## src/rtl/parcel_chan_pkg.sv

```systemverilog
package parcel_chan_pkg;
   localparam int unsigned DEF_PARCEL_W = 16;
   localparam int unsigned DEF_GRP_W    = 4;
   localparam int unsigned DEF_NPARCEL  = 4;
   localparam int unsigned DEF_ADDR_W   = 22;
endpackage

```

## src/rtl/pc_parity_chk.sv

```systemverilog
module pc_parity_chk #(
   parameter int unsigned DATA_W = 16,
   parameter int unsigned GRP_W  = 4,
   localparam int unsigned NGRP  = DATA_W / GRP_W
) (
   input  logic [DATA_W-1:0] data,
   input  logic [NGRP-1:0]   par,
   output logic              ok
);
   logic [NGRP-1:0] grp_ok;

   generate
      if (DATA_W % GRP_W != 0) begin : g_bad_w
         $error("pc_parity_chk: DATA_W must be a multiple of GRP_W");
      end
      for (genvar g = 0; g < NGRP; g++) begin : g_grp
         // odd count over the group data plus its parity bit
         assign grp_ok[g] = ^{data[g*GRP_W +: GRP_W], par[g]};
      end
   endgenerate

   assign ok = &grp_ok;
endmodule

```

## src/rtl/pc_word_asm.sv

```systemverilog
module pc_word_asm #(
   parameter int unsigned PARCEL_W = 16,
   parameter int unsigned NPARCEL  = 4,
   localparam int unsigned WORD_W  = PARCEL_W * NPARCEL,
   localparam int unsigned CNT_W   = (NPARCEL > 1) ? $clog2(NPARCEL) : 1
) (
   input  logic                clk,
   input  logic                rst_n,
   input  logic                flush,
   input  logic                push,
   input  logic [PARCEL_W-1:0] din,
   output logic                word_done,
   output logic [WORD_W-1:0]   word
);
   localparam logic [CNT_W-1:0] LAST = CNT_W'(NPARCEL - 1);

   logic [CNT_W-1:0]        cnt_q;
   logic [WORD_W-1:0]       sh_q;

   generate
      if (NPARCEL < 2) begin : g_bad_n
         $error("pc_word_asm: NPARCEL must be at least 2");
      end
   endgenerate

   assign word_done = push && (cnt_q == LAST);
   // earlier parcels sit higher; the newest fills the low end
   assign word      = {sh_q[WORD_W-PARCEL_W-1:0], din};

   always_ff @(posedge clk) begin
      if (!rst_n || flush) begin
         cnt_q <= '0;
         sh_q  <= '0;
      end else if (push) begin
         sh_q  <= word;
         cnt_q <= word_done ? '0 : cnt_q + 1'b1;
      end
   end
endmodule

```

## src/rtl/pc_addr_ctl.sv

```systemverilog
module pc_addr_ctl #(
   parameter int unsigned ADDR_W = 22
) (
   input  logic              clk,
   input  logic              rst_n,
   input  logic              ld_limit,
   input  logic              ld_curr,
   input  logic [ADDR_W-1:0] ld_val,
   input  logic              step,
   output logic [ADDR_W-1:0] curr,
   output logic              at_limit
);
   logic [ADDR_W-1:0] lim_q;

   generate
      if (ADDR_W < 2) begin : g_bad_a
         $error("pc_addr_ctl: ADDR_W too small");
      end
   endgenerate

   always_ff @(posedge clk) begin
      if (!rst_n) begin
         lim_q <= '0;
         curr  <= '0;
      end else begin
         if (ld_limit) lim_q <= ld_val;
         if (ld_curr)      curr <= ld_val;
         else if (step)    curr <= curr + 1'b1;
      end
   end

   assign at_limit = (curr == lim_q);
endmodule

```

## src/rtl/parcel_in_chan.sv

```systemverilog
module parcel_in_chan
   import parcel_chan_pkg::*;
#(
   parameter int unsigned PARCEL_W = DEF_PARCEL_W,
   parameter int unsigned GRP_W    = DEF_GRP_W,
   parameter int unsigned NPARCEL  = DEF_NPARCEL,
   parameter int unsigned ADDR_W   = DEF_ADDR_W,
   localparam int unsigned NGRP    = PARCEL_W / GRP_W,
   localparam int unsigned WORD_W  = PARCEL_W * NPARCEL
) (
   input  logic                clk,
   input  logic                rst_n,
   input  logic                ld_limit,
   input  logic                ld_curr,
   input  logic [ADDR_W-1:0]   ld_addr,
   input  logic                irq_clr,
   input  logic [PARCEL_W-1:0] dev_data,
   input  logic [NGRP-1:0]     dev_par,
   input  logic                dev_ready,
   input  logic                dev_disc,
   output logic                dev_resume,
   output logic                mem_we,
   output logic [ADDR_W-1:0]   mem_addr,
   output logic [WORD_W-1:0]   mem_wdata,
   output logic [ADDR_W-1:0]   curr_addr,
   output logic                active,
   output logic                irq,
   output logic                par_err
);
   logic              at_limit;
   logic              par_ok;
   logic              take, good, bad;
   logic              word_done;
   logic [WORD_W-1:0] word;
   logic              flush;

   generate
      if (PARCEL_W % GRP_W != 0) begin : g_bad_grp
         $error("parcel_in_chan: PARCEL_W must divide into groups");
      end
   endgenerate

   pc_addr_ctl #(.ADDR_W(ADDR_W)) u_addr (
      .clk      (clk),
      .rst_n    (rst_n),
      .ld_limit (ld_limit),
      .ld_curr  (ld_curr),
      .ld_val   (ld_addr),
      .step     (good && word_done),
      .curr     (curr_addr),
      .at_limit (at_limit)
   );

   pc_parity_chk #(.DATA_W(PARCEL_W), .GRP_W(GRP_W)) u_par (
      .data (dev_data),
      .par  (dev_par),
      .ok   (par_ok)
   );

   assign active = !at_limit && !irq;
   assign take   = dev_ready && active && !dev_resume && !dev_disc;
   assign good   = take && par_ok;
   assign bad    = take && !par_ok;
   assign flush  = dev_disc || bad || irq_clr || ld_curr;

   pc_word_asm #(.PARCEL_W(PARCEL_W), .NPARCEL(NPARCEL)) u_asm (
      .clk       (clk),
      .rst_n     (rst_n),
      .flush     (flush),
      .push      (good),
      .din       (dev_data),
      .word_done (word_done),
      .word      (word)
   );

   always_ff @(posedge clk) begin
      if (!rst_n) begin
         dev_resume <= 1'b0;
         mem_we     <= 1'b0;
         mem_addr   <= '0;
         mem_wdata  <= '0;
         irq        <= 1'b0;
         par_err    <= 1'b0;
      end else begin
         dev_resume <= good;
         mem_we     <= good && word_done;
         if (good && word_done) begin
            mem_addr  <= curr_addr;
            mem_wdata <= word;
         end
         if (irq_clr) begin
            irq     <= 1'b0;
            par_err <= 1'b0;
         end else begin
            if (dev_disc || bad) irq     <= 1'b1;
            if (bad)             par_err <= 1'b1;
         end
      end
   end
endmodule

```

## config.mk

```make
export PLATFORM = sky130hd
export DESIGN_NAME = parcel_in_chan
export DESIGN_NICKNAME = d
export VERILOG_FILES = /design/src/rtl/parcel_chan_pkg.sv /design/src/rtl/pc_parity_chk.sv /design/src/rtl/pc_word_asm.sv /design/src/rtl/pc_addr_ctl.sv /design/src/rtl/parcel_in_chan.sv
export SDC_FILE = /design/constraint.sdc
export NUM_CORES = 1
export LEC_CHECK = 0
export ABC_AREA = 1
export BUFFER_PORTS_ARGS = -buffer_cell sky130_fd_sc_hd__buf_2
export CORE_UTILIZATION = 50
export CTS_BUF_LIST = sky130_fd_sc_hd__clkbuf_4 sky130_fd_sc_hd__clkbuf_8 sky130_fd_sc_hd__clkbuf_16
export CTS_CLUSTER_SIZE = 8
export DETAILED_ROUTE_END_ITERATION = 16
export GPL_ROUTABILITY_DRIVEN = 0
export PLACE_DENSITY = 0.74
export SLEW_MARGIN = 10
export SYNTH_ARGS = -nofsm -noshare
export SYNTH_HDL_FRONTEND = slang
export SYNTH_SLANG_ARGS = --single-unit
```

## constraint.sdc

```tcl
create_clock -name clk -period 3.9 [get_ports clk]
set_input_delay 0.585 -clock clk [delete_from_list [all_inputs] [get_ports clk]]
set_output_delay 0.585 -clock clk [all_outputs]
set_load 0.1 [all_outputs]
```

* After elaboration in Yosys (flattened, before gate mapping)
Index checks and enable logic that the tools add are counted.
Operators by class: add/subtract/negate cells 2, mux-type cells 3, shifts and indexed selects 0, bitwise gates (word level) 1, order comparisons 0, div/mod/pow operators 0, reduce and logical (&&, ||, !) cells 25, multiply operators 0, equal/unequal tests 2
Operator list (count):
- 2-to-1 mux 22 bit | 2
- adder 22 x 1 -> 22 bit (second input constant) | 1
- equality test 22 bit | 1
- XOR reduction 5 bit | 4
- logical AND 1 bit | 8
- logical NOT 1 bit | 6
- logical OR 1 bit | 4
- AND reduction 4 bit | 1
- adder 2 x 1 -> 2 bit (second input constant) | 1
- equality test 2 bit (second input constant) | 1
- 2-to-1 mux 2 bit | 1
- nonzero test 2 bit | 1
- OR reduction 2 bit | 1
- NOT 1 bit | 1
Word-level totals: bits in writable memories 0, input bits 49, latch bits 0, memories kept 0, bits in read-only memories 0, output and inout bits 113, word-level logic and storage cells 43, register bits 184

* Logic depth before layout (Yosys ltp)
depth in word-level cells 11, gate-level depth with buffers 17, gate-level depth less buffers 15

* Hierarchy
A second synthesis with hierarchy kept.
Unflattened totals: cell total of the unflattened synthesis 1252, area, all modules 8737.1 sq um
By module, submodules not included:
- parcel_in_chan | area an instance 4002.6 sq um, instances 1, cells an instance 592, seq. area each 1801.7 sq um
- pc_addr_ctl | area an instance 2506.2 sq um, instances 1, cells an instance 364, seq. area each 880.8 sq um
- pc_word_asm | area an instance 1966.9 sq um, instances 1, cells an instance 240, seq. area each 1001.0 sq um
- pc_parity_chk | area an instance 261.5 sq um, instances 1, cells an instance 56, seq. area each 0.0 sq um

* Worst setup path before layout
No wires, ideal clock.
path type register -> register, start point register u_addr.curr[3], end point register u_asm.sh_q[0], setup time 0.117 ns, setup slack 0.928 ns, clock period less this slack 2.972 ns, data required time 3.783 ns, cell stages (with the launch flop) 14, buffers on the path 2, data arrival time 2.855 ns, cells stage by stage dfxtp_1 buf_2 nand2_1 nand2_1 nor2_1 nand2_1 nor2_1 nand3_1 nand2_1 inv_1 nand3_1 nand4_1 buf_2 nor2_1
Between the ends: cells in the longest elaborated chain, start to end 11, elaborated cells on any way between the ends 12, classes of those cells eq/ne (1); reduce/logical (11)
RTL lines:
- start: declaration | RTL line pc_addr_ctl.sv:10 | output logic [ADDR_W-1:0] curr,
- start signal: assignment | RTL line pc_addr_ctl.sv:27 | if (ld_curr) curr <= ld_val;
- start signal: assignment | RTL line pc_addr_ctl.sv:28 | else if (step) curr <= curr + 1'b1;
- equality test 22 bit * | RTL line pc_addr_ctl.sv:32 | assign at_limit = (curr == lim_q);
- logical NOT 1 bit * | RTL line parcel_in_chan.sv:60 | assign active = !at_limit && !irq;
- logical AND 1 bit * | RTL line parcel_in_chan.sv:60
- net active | RTL line parcel_in_chan.sv:26 | output logic active,
- logical AND 1 bit * (3 in series) | RTL line parcel_in_chan.sv:61 | assign take = dev_ready && active && !dev_resume && !dev_disc;
- logical AND 1 bit | RTL line parcel_in_chan.sv:63 | assign bad = take && !par_ok;
- logical OR 1 bit (3 in series) | RTL line parcel_in_chan.sv:64 | assign flush = dev_disc || bad || irq_clr || ld_curr;
- logical OR 1 bit | RTL line pc_word_asm.sv:31 | if (!rst_n || flush) begin
- end signal: assignment | RTL line pc_word_asm.sv:35 | sh_q <= word;
- end: declaration | RTL line pc_word_asm.sv:18 | logic [WORD_W-1:0] sh_q;
The timed path passes the listed nets; every way through them passes the cells marked *. A chain may end at the register's enable or synchronous reset.

* Final worst setup path
start point register u_addr.curr[0], end point register mem_wdata[43]
Between the ends: cells in the longest elaborated chain, start to end 9
RTL lines:
- equality test 22 bit * | RTL line pc_addr_ctl.sv:32
- logical NOT 1 bit * | RTL line parcel_in_chan.sv:60
- logical AND 1 bit * | RTL line parcel_in_chan.sv:60
- logical AND 1 bit * (3 in series) | RTL line parcel_in_chan.sv:61
- logical AND 1 bit * | RTL line parcel_in_chan.sv:62 | assign good = take && par_ok;
- logical AND 1 bit | RTL line pc_word_asm.sv:26 | assign word_done = push && (cnt_q == LAST);
- logical AND 1 bit * | RTL line parcel_in_chan.sv:87 | if (good && word_done) begin
- end signal: assignment | RTL line parcel_in_chan.sv:89 | mem_wdata <= word;
- end: declaration | RTL line parcel_in_chan.sv:24 | output logic [WORD_W-1:0] mem_wdata,
Every way passes the cells marked *; elsewhere a longest branch is shown, timed or not.

==> impl_results.md <==
- Fin. Hold Viols: 0
- Hold bufs inserted after CTS: 0
- Relative contribution of sequential cells to total power: 47.3%
- Finished Cell Area: 9120 um2
- Fraction of post-synthesis cell area in the top cell type by area: between 40% and 50%
- Max Cap Violations: 0
- Initial Util: 51.1%
- CP Data Arrival Time: 3.20 ns
- Most common library cell in the layout ignoring fill and taps: sky130_fd_sc_hd__nand2_1
- Largest net degree at the start of global routing: 61
- Post-synthesis sequential area ratio: 47.6%
- Post-Synthesis Cells: 1,085
- First-pass GRT wire length: 32,100 um
- Width of the die: 126 um
- Count of state elements after synthesis: 184
- Number of buffers added for setup after CTS: 0
- Placed wire-length estimate: around 13,000 um
- Number of filler instances in the final layout: 1,424
- Fraction of final layout cells sized beyond drive strength 1: 17.3%
- Detailed Route Iter0 Violations: 562
- Area of the core region: around 15,000 um2
- Minimum hold slack: between 0.3 and 0.4 ns
- CTS sink count: ~180
- Kind of end point of the critical path: flip-flop
- Count of pins on the block boundary: 162
- Minimum clock period after layout: roughly 2.8 ns
- Syn-to-layout area delta: 17.9%
- Commonest non-fill, non-tap cells in the layout: sky130_fd_sc_hd__nand2_1, sky130_fd_sc_hd__dfxtp_1, sky130_fd_sc_hd__nor2_1, sky130_fd_sc_hd__buf_2, sky130_fd_sc_hd__o21ai_0
- Vertical extent of the die: roughly 130 um
- Count of unresolved DRC violations after routing: 0
- Nature of the critical path startpoint: flip-flop
- Worst min-delay path category: in -> reg
- Switching part of the total power: 25.5%
- Number of antenna violations at the first check in global routing: 0
- Count of nets after finishing: around 1,300
- Max Slew Vio Count: 0
- Max rail drop VDD: 0.000338 V
- Result of the run: complete, no violations
- Maximum fanout count along the critical path: 56
- Post-route antenna net violation count: 0
- Via Count: 7,201
- # rows: 45
- Clock transition at the registers of the reported paths: about 0.07 ns
- Cell Area, Synth: 7730 um2
- Final Core Density: 60.2%
- Power per cell area: roughly 450 nW/um2
- Final Cycle Share: 73.0%
- Post-route clock skew: 0.0108 ns
- DR WL/cell: 13.9 um
- Number of warning messages in the yosys log: 0
- Area leader, netlist: sky130_fd_sc_hd__dfxtp_1
- Final routed wirelength across all metal layers: approximately 20,000 um
- Synthesized net count: 1,136
- Logic pwr share: under 10%
- Vias per inst: 5.11
- Fmax achieved: ~350 MHz
- Number of H-tree levels: 4
- Actual slew at the worst max-slew pin: between 0.7 and 0.8 ns
- Static power due to leakage: 3.99 nW
- Power Internal: 3.05 mW
- Cell variety after synth: 36
- Clock Root Buffer: sky130_fd_sc_hd__clkbuf_16
- Number of buffers between clock root and the deepest sink: 2
- Clock latency at the later pin of the worst-skew pair: 0.44 ns
- Relative max-transition margin: 51.3%
- Category of the most critical setup path: reg -> reg
- Overall overflow remaining after global route: 0
- Critical path data required time: 4.26 ns
- Number of buffers added by the clock tree synthesis step: 17
- TritonCTS clock tree: done
- Cells resized by post-CTS repair: 0
- Sum of negative setup slack: 0 ns
- Antenna Diode Count: 0
- Via count of the first global-routing pass: 6,332
- Number of input and output port buffers inserted: 161
- Share of power burned in the clock network: approximately 44%
- Final non-filler cell total: 1,410
- Switching pwr: 1.05 mW
- DIE AREA: between 15,000 and 20,000 um2
- Total routing usage reported by global routing: 25.1%
- Placement-stage cell area: 8500 um2
- Total design power: 4.10 mW
- Slack of the critical path: 1.05 ns
- Setup repair after global routing missed its margin: false
- Placed cell count: 1,378
- Worst Setup Slack post-DPL: 0.830 ns
- Syn_area_per_cell: 7.13 um2
- Final setup vio count: 0
- Drt first pass iters: 8
- Top area cells in the synthesized netlist: sky130_fd_sc_hd__dfxtp_1, sky130_fd_sc_hd__nand2_1, sky130_fd_sc_hd__nor2_1
## worst max-delay path, stage by stage (launching register included)
cell and delay (ns):
sky130_fd_sc_hd__dfxtp_1 0.58, sky130_fd_sc_hd__nand2_1 0.10, sky130_fd_sc_hd__nand2_1 0.06, sky130_fd_sc_hd__nor2_1 0.04
sky130_fd_sc_hd__nand2_1 0.08, sky130_fd_sc_hd__nor2_1 0.05, sky130_fd_sc_hd__nand3_1 0.11, sky130_fd_sc_hd__nand3_2 0.10
sky130_fd_sc_hd__nor2_4 0.39, sky130_fd_sc_hd__nand2_4 0.48, sky130_fd_sc_hd__inv_6 0.47, sky130_fd_sc_hd__nor2_1 0.10
sky130_fd_sc_hd__nor2_1 0.14
## power by group through the flow
| stage | Clock (mW) | Combinational, mW | Sequential, mW |
|---|---|---|---|
| floorplan | 0 | 0.179 | 2.06 |
| CTS | 1.83 | 0.345 | 1.94 |
| detailed placement | 0 | 0.343 | 1.98 |
| global route | 1.91 | 0.380 | 1.94 |
| finish | 1.81 | 0.346 | 1.94 |
| global placement | 0 | 0.339 | 1.98 |
## registers in the layout, indices dropped and copies added (netlist names)
| register | cells |
|---|---|
| dev_resume | 1 |
| irq | 1 |
| mem_addr | 22 |
| mem_wdata | 64 |
| mem_we | 1 |
| par_err | 1 |
| u_addr.curr | 22 |
| u_addr.lim_q | 22 |
| u_asm.cnt_q | 2 |
| u_asm.sh_q | 48 |
## layer usage
layer / part of all wire [%] / global-route usage (%) / vias to the layer above
met3: 5.9 / 6.12 / 13
met4: 0.84 / 6.02 / 0
met1: 50 / 37.2 / 3261
met5: 0 / 0 / -
met2: 43 / 36.6 / 207
li1: - / - / 3720
## logic make-up (layout without fill, tap and decap cells)
group	Yosys count	count (layout)	synth area share [%]
buf+inv	164	301	9.46
simple gates	493	493	26.3
fa+ha+maj	2	2	0.323
flops	184	184	47.6
compound gates	233	233	15.2
xor+xnor	9	9	1.02
## final cells by class
type                            instances  area, um2  area share (%)
Sequential cell                       184       3680            40.4
Multi-Input combinational cell        737       3320            36.4
Timing Repair Buffer                  168        873            9.58
Clock buffer                           19        453            4.97
Inverter                              101        384            4.21
Tap cell                              188        235            2.58
Clock inverter                         13        168            1.84
## cells in the mapped netlist
master	count
sky130_fd_sc_hd__nand2_1	221
sky130_fd_sc_hd__dfxtp_1	184
sky130_fd_sc_hd__nor2_1	172
sky130_fd_sc_hd__o21ai_0	116
sky130_fd_sc_hd__a21oi_1	97
sky130_fd_sc_hd__inv_1	93
sky130_fd_sc_hd__nand3_1	76
sky130_fd_sc_hd__clkbuf_1	22
sky130_fd_sc_hd__buf_2	19
sky130_fd_sc_hd__o21ai_1	12
sky130_fd_sc_hd__buf_4	8
sky130_fd_sc_hd__nand3b_1	7
sky130_fd_sc_hd__buf_1	6
sky130_fd_sc_hd__buf_6	6
sky130_fd_sc_hd__nor3_1	5
sky130_fd_sc_hd__xnor2_1	5
sky130_fd_sc_hd__inv_2	4
sky130_fd_sc_hd__o22ai_1	4
sky130_fd_sc_hd__xor2_1	4
sky130_fd_sc_hd__clkinv_1	3
sky130_fd_sc_hd__nand4_1	3
sky130_fd_sc_hd__a31oi_1	2
sky130_fd_sc_hd__ha_1	2
sky130_fd_sc_hd__nor4_1	2
sky130_fd_sc_hd__a21boi_0	1
sky130_fd_sc_hd__buf_8	1
sky130_fd_sc_hd__clkbuf_2	1
sky130_fd_sc_hd__inv_6	1
sky130_fd_sc_hd__nand2_4	1
sky130_fd_sc_hd__nand2_8	1
sky130_fd_sc_hd__nand3_2	1
sky130_fd_sc_hd__nor2_2	1
sky130_fd_sc_hd__nor2_4	1
sky130_fd_sc_hd__nor3b_1	1
sky130_fd_sc_hd__o211ai_1	1
sky130_fd_sc_hd__or2_2	1
## final timing paths
path / to / slack, ns / startpoint / cells past startpoint
setup / recovery: mem_wdata[43]$_SDFFE_PN0P_ / 1.05 / u_addr.curr[0]$_SDFFE_PN0P_ / 12
hold / removal: mem_wdata[1]$_SDFFE_PN0P_ / 0.39 / dev_data[1] / 3
setup reg to reg: mem_wdata[43]$_SDFFE_PN0P_ / 1.05 / u_addr.curr[0]$_SDFFE_PN0P_ / 12
hold reg to reg: u_asm.sh_q[37]$_SDFFE_PP0P_ / 0.46 / u_asm.sh_q[37]$_SDFFE_PP0P_ / 2
Power figures use the tool's default switching activity.
